File: src/rtl/otAlarmPkg.sv
package otAlarmPkg;
  typedef struct packed {
    logic loadThr;
    logic setAlarm;
    logic clrAlarm;
  } otStrobes_t;
endpackage

File: src/rtl/otAlarmControl.sv
module otAlarmControl #(
  parameter int CHAN_W    = 3,
  parameter int TEMP_CHAN = 0
) (
  input  logic                   resValid,
  input  logic [CHAN_W-1:0]      resChan,
  input  logic                   overThr,
  input  logic                   readDone,
  input  logic                   thrWrEn,
  output otAlarmPkg::otStrobes_t strobes
);
  localparam logic [CHAN_W-1:0] TempChanSel = CHAN_W'(TEMP_CHAN);

  logic isTempSample;

  always_comb begin
    isTempSample     = resValid && (resChan == TempChanSel);
    strobes.setAlarm = isTempSample && overThr;
    // set has priority over a same-cycle clear
    strobes.clrAlarm = readDone && !strobes.setAlarm;
    strobes.loadThr  = thrWrEn;
  end
endmodule

File: src/rtl/otAlarmDatapath.sv
module otAlarmDatapath #(
  parameter int          RES_W     = 10,
  parameter int          THR_W     = 8,
  parameter logic [7:0]  THR_RESET = 8'd80
) (
  input  logic                   clk,
  input  logic                   rstN,
  input  logic [RES_W-1:0]       resData,
  input  logic [THR_W-1:0]       thrWrData,
  input  otAlarmPkg::otStrobes_t strobes,
  output logic                   overThr,
  output logic                   alarmQ,
  output logic [THR_W-1:0]       thrQ
);
  logic [THR_W-1:0] resTop;

  generate
    if (RES_W >= THR_W) begin : gSlice
      assign resTop = resData[RES_W-1 -: THR_W];
    end else begin : gPad
      assign resTop = {resData, {(THR_W-RES_W){1'b0}}};
    end
  endgenerate

  assign overThr = resTop > thrQ;

  always_ff @(posedge clk) begin
    if (!rstN) begin
      thrQ   <= THR_W'(THR_RESET);
      alarmQ <= 1'b0;
    end else begin
      if (strobes.loadThr)       thrQ   <= thrWrData;
      if (strobes.setAlarm)      alarmQ <= 1'b1;
      else if (strobes.clrAlarm) alarmQ <= 1'b0;
    end
  end
endmodule

File: src/rtl/otAlarmLatch.sv
module otAlarmLatch #(
  parameter int          RES_W     = 10,
  parameter int          THR_W     = 8,
  parameter int          CHAN_W    = 3,
  parameter int          TEMP_CHAN = 0,
  parameter logic [7:0]  THR_RESET = 8'd80
) (
  input  logic              clk,
  input  logic              rstN,
  input  logic              resValid,
  input  logic [CHAN_W-1:0] resChan,
  input  logic [RES_W-1:0]  resData,
  input  logic              thrWrEn,
  input  logic [THR_W-1:0]  thrWrData,
  input  logic              readDone,
  output logic              alarmOe
);
  otAlarmPkg::otStrobes_t strobes;
  logic                   overThr;
  logic                   alarmQ;
  logic [THR_W-1:0]       thrQ;

  otAlarmControl #(.CHAN_W(CHAN_W), .TEMP_CHAN(TEMP_CHAN)) uCtrl (
    .resValid(resValid), .resChan(resChan), .overThr(overThr),
    .readDone(readDone), .thrWrEn(thrWrEn), .strobes(strobes)
  );

  otAlarmDatapath #(.RES_W(RES_W), .THR_W(THR_W), .THR_RESET(THR_RESET)) uDp (
    .clk(clk), .rstN(rstN), .resData(resData), .thrWrData(thrWrData),
    .strobes(strobes), .overThr(overThr), .alarmQ(alarmQ), .thrQ(thrQ)
  );

  assign alarmOe = alarmQ;
endmodule

File: config.mk
export PLATFORM = sky130hd
export DESIGN_NAME = otAlarmLatch
export DESIGN_NICKNAME = d
export VERILOG_FILES = /design/src/rtl/otAlarmPkg.sv /design/src/rtl/otAlarmControl.sv /design/src/rtl/otAlarmDatapath.sv /design/src/rtl/otAlarmLatch.sv
export SDC_FILE = /design/constraint.sdc
export NUM_CORES = 1
export LEC_CHECK = 0
export BUFFER_PORTS_ARGS = -buffer_cell sky130_fd_sc_hd__buf_2
export CORE_UTILIZATION = 43
export DETAILED_ROUTE_END_ITERATION = 8
export PLACE_DENSITY = 0.81
export SLEW_MARGIN = 20
export SYNTH_ARGS = -nofsm -noshare
export SYNTH_HDL_FRONTEND = slang
export SYNTH_HIERARCHICAL = 1
export SYNTH_SLANG_ARGS = --single-unit
File: constraint.sdc
create_clock -name clk -period 2.1 [get_ports clk]
set_clock_uncertainty 0.2 [all_clocks]
set_input_delay 0.42 -clock clk [delete_from_list [all_inputs] [get_ports clk]]
set_output_delay 0.42 -clock clk [all_outputs]
set_load 0.03 [all_outputs]
==> results of run 1 <==
final timing paths:
path | start | to | slack [ns]
hold reg to reg | uDp/thrQ[6] | uDp/thrQ[6] | 0.28
setup / recovery | uDp/thrQ[1] | uDp/alarmQ | 0.13
hold / removal | thrWrData[4] | uDp/thrQ[4] | 0.19
setup reg to reg | uDp/thrQ[1] | uDp/alarmQ | 0.13
tightest hold or removal path, delay by kind of cell:
| kind | cells | cell delay [ns] |
|---|---|---|
| compound gates | 1 | 0.06 |
| simple gates | 1 | 0.04 |
| buf+inv | 1 | 0.07 |
cell families (layout without fill, tap and decap cells):
| kind of cell | after synthesis | after routing |
|---|---|---|
| buffers and inverters | 10 | 36 |
| flip-flops | 9 | 9 |
| AND/OR/NAND/NOR | 15 | 15 |
| multiplexers | 6 | 6 |
| AO/OA/AOI/OAI | 11 | 11 |
| adder cells (fa/ha/maj) | 8 | 8 |
layout by cell type (no fill, tap or decap), drive strengths merged:
master	n
o21a	1
o211ai	3
mux2i	6
ha	8
nor2b	8
o22a	1
o21ai	1
a21oi	4
clkbuf	4
nand2	4
inv	8
buf	24
dfxtp	9
nor4	1
o41a	1
nand4	2
through the flow:
stage	worst slack, ns	utilization [%]	setup TNS (ns)	total power [mW]
5_1_grt	0.01041	61.36	0	0.4243
3_5_place_dp	-0.04076	59.09	-0.04076	0.2778
2_1_floorplan	0.1655	-	0	0.2464
3_3_place_gp	-0.005095	59.09	-0.005095	0.2744
4_1_cts	0.1022	61.36	0	0.4029
6_report	0.1252	61.36	0	0.3974
sequential cells by signal (all words and copies together), names as in the netlist:
name,cells
uDp/alarmQ,1
uDp/thrQ,8
routing by layer:
layer  GRT usage (%)  up-vias
met5               0        -
met4           10.71        0
met3           1.744        2
met2           29.24       10
met1           17.20      192
li1                -      259
power by group:
group	leakage, nW	internal (mW)	switching, mW
sequential	0.0743	0.181	0.00453
clock	0.0150	0.0726	0.0517
combinational	0.272	0.0475	0.0404
total	0.361	0.301	0.0966
cell type report:
| class | count | area share (%) |
|---|---|---|
| clock buffer | 4 | 3.704 |
| timing repair buffer | 24 | 16.93 |
| inverter | 8 | 4.233 |
| sequential | 9 | 25.40 |
| multi-input combinational | 40 | 47.27 |
| tap | 14 | 2.469 |
==> reports/qor.txt, run 1 <==
Delay-heaviest family, CP = compound AO/OA/AOI/OAI gates
Area of the multi-input gates = 335.3 um2
Type of origin of the critical path = flop
Slew HR = 81.98%
Post-Synth Adder-Cell Area = 17.86%
Number of DRC markers in iteration 0 = 1
Final Net Count = 120
Synth top cells by count = dfxtp_1, ha_1, inv_1, nor2b_1, mux2i_1
GRT overflow = 0
Clk root buf = clkbuf_4
Cts bufs inserted = 3
Combinational family with the most area after synthesis = adder cells
Routability cong. = 0.7536
RSZ-0062 raised after global routing = no
Clock Tree Buf Depth = 2
Largest net degree at the start of global routing = 11
Peak VDD IR = 394.6 uV
Worst Path Required = 2.09 ns
Cell taking the most area after synthesis = dfxtp_1
Highest routed layer = met4
Post-Layout Inst Area = 709.4 um2
Total number of vias = 463
# hold bufs at CTS = 0
Initial antenna violation count = 0
Synth Flop Type = dfxtp_1
Fin cells = 99
Port Buffers = 24
Yosys top cell area share = 32.14%
Critical Path Fanout Max = 2
Compound-Gate Fraction of Synth Area = 14.96%
Fraction of the mapped netlist area in simple logic gates = 16.29%
Xor/xnor share of the synthesized area = 0%
Post-Synthesis Cells = 59
# fillers = 106
Rows = 12
Detailed-route DRC error count = 0
Crit path time final = 1.975 ns
Achievable Freq = 0.5064 GHz
Final setup viols = 0
Max stage delay on crit path = 0.33 ns
Area Growth Syn to Fin = 26.56%
Mux contribution to synthesized area = 10.71%
Register area share after synthesis = 32.14%
Vias in the first global route = 427
Ports = 27
WL met1 = 460 um
Count leader, synth = dfxtp_1
Async SR Flop Fraction = 0%
Pre-antenna DRT Iters = 2
Yosys reg bits = 9
H-tree Lvls = 1
Core Region = 1156 um2
Worst path bufs/invs = 1
Slowest-stage cell, CP = dfxtp_1
Met3 WL = 35 um
WL/cell = 9.586 um
Latest clock arrival within the worst-skew pair = 0.25 ns
Post-Syn Area per Cell = 9.501 um2
Worst Hold Class = primary input to flop
Hold slack final = 0.1860 ns
Placed cells = 95
Hold depth = 3
Storage element area = 180.2 um2
Pwr dens = 560.2 nW/um2
Starting Density = 48.48%
Run status = finished, final reports clean
Cell depth of the worst setup path = 10
Synthesis Warnings = 6
Clock-pin slew on the worst setup and hold paths = 0.06 ns
Antenna-violating nets left = 0
Die Ht = 38.11 um
Die Area = 1452 um2
Post-cts gate resize count = 0
Post-CTS Setup Inserts = 0
Number of enable flip-flop cells after synthesis = 0
Met2 wire len = 441 um
Slew Limit Fails = 0
# diodes = 0
Die X-Extent = 38.11 um
Slew of the pin with the lowest slew margin = 0.2678 ns
Total routed wirelength = 949 um
Final period util = 94.04%
Yosys cell types = 18
Setup crit end kind = flop
Leakage power = 0.3614 nW
CTS tree = built
GRT Util Overall = 16.12%
Global-route wire length before repair = 1593 um
R2r worst-path depth = 10
Total count of hold-check failures in the final report = 0
Netlist Area Pre-Place = 560.5 um2
Post-DP Area = 683.2 um2
Via density = 4.677
Sink Count = 9
CP Class = flop to flop
Synth Net Count = 93
CP cell instances = inv_1 -> ha_1 -> nor2b_4 -> o211ai_2 -> a21oi_2 -> o22a_1 -> nand2_1 -> o41a_1 -> nor2b_1 -> o21a_1
Share of layout cells above drive strength 1 = 35.29%
Post-DP HPWL = 829.7 um
Leading post-synthesis cells by cell area = dfxtp_1, ha_1, mux2i_1
Max-capacitance violation count = 0
CP arrival = 1.96 ns
Note: power is estimated with default switching activity, not from simulation.
==> inputs of run 2 (changes only) <==
Settings changed: MAX_ROUTING_LAYER from default to met4.
==> run 2 against run 1 <==
  * Power is 0.24% higher
  * Setup slack about the same
  * Clock power hardly changed
  * Sequential share of layout area is the same
==> reports/qor.txt, run 2 (synthesis gave the netlist of run 1 again) <==
Biggest regs = uDp/thrQ (8), uDp/alarmQ (1)
Clock-pin slew on the worst setup and hold paths = 0.06 ns
CP cell instances = inv_1 -> ha_1 -> nor2b_4 -> o211ai_2 -> a21oi_2 -> o22a_1 -> nand2_1 -> o41a_1 -> nor2b_1 -> o21a_1
Die Area = 1452 um2
RSZ-0062 raised after global routing = no
Slew HR = 81.98%
GRT Util Overall = 16.52%
Delay-heaviest family, CP = compound AO/OA/AOI/OAI gates
Slew Limit Fails = 0
Worst Path Required = 2.09 ns
Most common cell after layout, fill and taps aside = buf_2
# hold bufs at CTS = 0
Worst Hold Class = primary input to flop
Peak VDD IR = 394.7 uV
Fin cells = 99
Leakage power = 0.3614 nW
CP Class = flop to flop
CTS tree = built
Latest clock arrival within the worst-skew pair = 0.25 ns
# fillers = 106
Post-CTS Setup Inserts = 0
Via density = 4.667
Number of DRC markers in iteration 0 = 1
Clock Tree Buf Depth = 2
Routability cong. = 0.7633
Detailed-route DRC error count = 0
Worst path bufs/invs = 1
Ports = 27
Max-capacitance violation count = 0
Worst slack at placement = -0.04076 ns
Post-Layout Inst Area = 709.4 um2
Final period util = 94.05%
Max reg flops = 8
Pwr dens = 561.5 nW/um2
Run status = finished, final reports clean
Achievable Freq = 0.5063 GHz
Core Region = 1156 um2
Post-DP HPWL = 829.7 um
Port Buffers = 24
Starting Density = 48.48%
Type of origin of the critical path = flop
Crit path time final = 1.975 ns
Global-route wire length before repair = 1593 um
Max stage delay on crit path = 0.33 ns
Cts bufs inserted = 3
Area Growth Syn to Fin = 26.56%
Slew of the pin with the lowest slew margin = 0.2678 ns
GRT overflow = 0
Die Ht = 38.11 um
Setup crit end kind = flop
Post-cts gate resize count = 0
Die X-Extent = 38.11 um
Clk root buf = clkbuf_4
Worst setup slack after layout = 0.1250 ns
Share of layout cells above drive strength 1 = 35.29%
Pre-antenna DRT Iters = 2
Post-DP Area = 683.2 um2
H-tree Lvls = 1
Rows = 12
Initial antenna violation count = 0
Vias in the first global route = 429
Total count of hold-check failures in the final report = 0
Largest net degree at the start of global routing = 11
# diodes = 0
Sink Count = 9
Antenna-violating nets left = 0
Slowest-stage cell, CP = dfxtp_1
Most frequent cells in the layout = buf_2, dfxtp_1, inv_1, ha_1, nor2b_1
Placed cells = 95
Top reg by flops = uDp/thrQ
Final Net Count = 120
CP arrival = 1.97 ns
WL/cell = 9.606 um
Total routed wirelength = 951 um
Final setup viols = 0
Critical Path Fanout Max = 2
Total number of vias = 462
run 2: cell counts in the layout (fill, tap and decap cells not counted):
Identical to the previous run, type by type.
run 2: layout make-up:
cell class / count / area [um2] / area share (%)
flip-flops and latches: 9 / 180.2 / 25.40
clock buffers: 4 / 26.28 / 3.704
repair buffers: 24 / 120.1 / 16.93
multi-input cells: 40 / 335.3 / 47.27
well taps: 14 / 17.52 / 2.469
inverters: 8 / 30.03 / 4.233
run 2: tightest hold or removal path: stages:
cell      delay (ns)
buf_2           0.07
nand2_1         0.04
o211ai_1        0.06
run 2: worst paths after layout:
check               start           to  slack, ns  cells past startpoint
max reg2reg   uDp/thrQ[1]   uDp/alarmQ       0.13                     10
min reg2reg   uDp/thrQ[6]  uDp/thrQ[6]       0.28                      2
min          thrWrData[4]  uDp/thrQ[4]       0.19                      3
max           uDp/thrQ[1]   uDp/alarmQ       0.13                     10
run 2: metal layers:
layer  global-route usage, %  up-vias  part of all wire (%)  wire (um)
li1                        -      259                     -          -
met1                   17.20      191                    49        465
met2                   29.24       10                    46        439
met3                   1.744        2                   3.7         35
met4                   10.71        0                   1.2         11
met5                       -        -                     0          0
run 2: power by group:
| group | switching, mW | leakage (nW) | internal (mW) |
|---|---|---|---|
| Clock | 0.0525 | 0.0150 | 0.0727 |
| Sequential | 0.00453 | 0.0743 | 0.181 |
| Combinational | 0.0404 | 0.272 | 0.0475 |
| Total | 0.0975 | 0.361 | 0.301 |
run 2: per-stage QoR:
| stage | utilization [%] | power, mW | TNS, ns | hold WS, ns |
|---|---|---|---|---|
| after floorplan | - | 0.2464 | 0 | 0.2593 |
| after global placement | 59.09 | 0.2744 | -0.005095 | 0.2712 |
| after detailed placement | 59.09 | 0.2778 | -0.04076 | 0.2808 |
| after CTS | 61.36 | 0.4029 | 0 | 0.1852 |
| after global routing | 61.36 | 0.4243 | 0 | 0.1974 |
| final | 61.36 | 0.3984 | 0 | 0.1860 |
==> inputs of run 3 (changes only) <==
Settings changed: CORE_AREA from default to 2 2 39 41, CORE_UTILIZATION 43 to default, DIE_AREA from default to 0 0 41 43, PLACE_DENSITY 0.81 to 0.78, SYNTH_HIERARCHICAL 1 to default.
==> run 3 against run 2 <==
  * Clock power is 4% higher
  * Critical path type unchanged
  * Cell count rose by 2.0%
  * Flip-flop and latch count is the same
  * Setup slack improved by 0.41 ns
  * Combinational power decreased by 6.6%
  * Die area is 21% higher
  * Register-to-register slack better by 0.41 ns
  * Via count is 4.5% higher
==> reports/qor.txt, run 3 <==
Leakage power = 0.3693 nW
Post-Syn Area per Cell = 9.362 um2
CP arrival = 1.51 ns
Critical Path Fanout Max = 3
Compound-Gate Fraction of Synth Area = 14.29%
Post-Layout Inst Area = 704.4 um2
GRT busiest layer = met2
Slew Limit Fails = 0
Pre-antenna DRT Iters = 4
Yosys top cell area share = 33.18%
CTS tree = built
RSZ-0062 raised after global routing = no
Rows = 14
Die Ht = 43 um
Clock-pin slew on the worst setup and hold paths = 0.06 ns
Number of enable flip-flop cells after synthesis = 0
Switching Share = 25.15%
Global Route met1 Usage = 14.61%
Pwr dens = 563.8 nW/um2
Yosys cell types = 15
Yosys reg bits = 9
Post-Synth Adder-Cell Area = 18.43%
# fillers = 132
Die Area = 1763 um2
WL/cell = 10.57 um
Area Growth Syn to Fin = 29.72%
Post-cts gate resize count = 0
Starting Density = 39.24%
Post-DP Area = 678.2 um2
Global-route wire length before repair = 1621 um
Number of DRC markers in iteration 0 = 3
Total number of vias = 483
CP Class = flop to flop
Clock Tree Buf Depth = 2
Total routed wirelength = 1068 um
Xor/xnor share of the synthesized area = 0%
Slew of the pin with the lowest slew margin = 0.2305 ns
Mux contribution to synthesized area = 11.06%
Hold Crit Start = thrWrData[4]
Sequential power share = 46.6%
Antenna-violating nets left = 0
Vias in the first global route = 448
Final Net Count = 120
Sink Count = 9
Hold slack final = 0.1886 ns
Synth top cells by count = inv_1, dfxtp_1, ha_1, nor2b_1, mux2i_1
Core Region = 1384 um2
Routability cong. = 0.6302
Met2 Use GR = 22.50%
Logic gate share of total power = 20.7%
Worst Hold Class = primary input to flop
Pint = 0.2973 mW
Peak VDD IR = 326.9 uV
Cts bufs inserted = 3
Fraction of the mapped netlist area in simple logic gates = 15.21%
Setup TNS = 0 ns
Via density = 4.782
Ports = 27
Max-capacitance violation count = 0
Latest clock arrival within the worst-skew pair = 0.25 ns
Count leader, synth = inv_1
Post-Synthesis Cells = 58
Final period util = 74.51%
Netlist Area Pre-Place = 543.0 um2
Synth Net Count = 92
Grt met3 use = 2.094%
Port Buffers = 24
Psw = 0.09987 mW
Setup crit end kind = flop
Total count of hold-check failures in the final report = 0
Max reg flops = 8
Register area share after synthesis = 33.18%
Clk root buf = clkbuf_4
Most common cell after layout, fill and taps aside = buf_2
GRT overflow = 0
Post-DP HPWL = 898.7 um
H-tree Lvls = 1
GRT Util Overall = 14.34%
Type of origin of the critical path = flop
CP startpoint = uDp.thrQ[7]
Cell taking the most area after synthesis = dfxtp_1
Largest net degree at the start of global routing = 11
Most frequent cells in the layout = buf_2, inv_1, dfxtp_1
Run status = finished, final reports clean
Part of the power in the clock network = 32.8%
Worst Path Required = 2.05 ns
R2R Path Start = uDp.thrQ[7]
# hold bufs at CTS = 0
Crit path time final = 1.565 ns
Leading post-synthesis cells by cell area = dfxtp_1, ha_1, mux2i_1
Post-CTS Setup Inserts = 0
Synthesis Warnings = 0
Achievable Freq = 0.6391 GHz
Die X-Extent = 41 um
Top reg by flops = uDp.thrQ
Worst setup slack after layout = 0.5354 ns
# diodes = 0
Worst slack at placement = 0.3491 ns
Final setup viols = 0
Slew HR = 84.64%
Async SR Flop Fraction = 0%
Synth Flop Type = dfxtp_1
Combinational family with the most area after synthesis = adder cells
Share of layout cells above drive strength 1 = 34.12%
Biggest regs = uDp.thrQ (8), uDp.alarmQ (1)
Initial antenna violation count = 0
Detailed-route DRC error count = 0
## run 3: power by group through the flow
stage	Combinational, mW	Clock, mW	Sequential (mW)
floorplan	0.0495	0	0.188
global route	0.0927	0.138	0.186
global placement	0.0798	0	0.188
finish	0.0821	0.130	0.185
CTS	0.0834	0.135	0.185
detailed placement	0.0830	0	0.189
## run 3: worst max-delay path: stages, from the launching register on
cell	delay, ns
dfxtp_1	0.33
inv_1	0.05
ha_1	0.31
a221oi_2	0.27
o21ai_1	0.09
o211a_1	0.22
## run 3: kinds of logic (layout without fill, tap and decap cells)
| group | after synthesis | after routing |
|---|---|---|
| and+or+nand+nor | 13 | 13 |
| AOI/OAI and AO/OA | 11 | 11 |
| DFF | 9 | 9 |
| adders and majority gates | 8 | 8 |
| buffers and inverters | 11 | 38 |
| muxes | 6 | 6 |
## run 3: layout make-up
cell class	instances	area [um2]	area share, %
tap	16	20.02	2.842
timing repair buffer	24	120.1	17.05
clock buffer	4	26.28	3.730
multi-input combinational	38	320.3	45.47
sequential	9	180.2	25.58
inverter	10	37.54	5.329
## run 3: layer usage
metal  up-vias  share of wire (%)
met2        19                 47
met1       207                 43
met3         2                7.9
met4         0                2.1
li1        255                  -
met5         -                  0
## run 3: worst paths after layout
| kind | to | slack (ns) | cells past startpoint |
|---|---|---|---|
| max | uDp.alarmQ | 0.54 | 5 |
| min | uDp.thrQ[4] | 0.19 | 3 |
| max reg2reg | uDp.alarmQ | 0.54 | 5 |
| min reg2reg | uDp.thrQ[6] | 0.31 | 2 |
## run 3: metrics by stage
stage               util (%)  power [mW]  cells
global placement       49.01      0.2681     97
global route           50.90      0.4167    101
CTS                    50.90      0.4034    101
floorplan                  -      0.2376     58
finish                 50.90      0.3972    101
detailed placement     49.01      0.2717     97
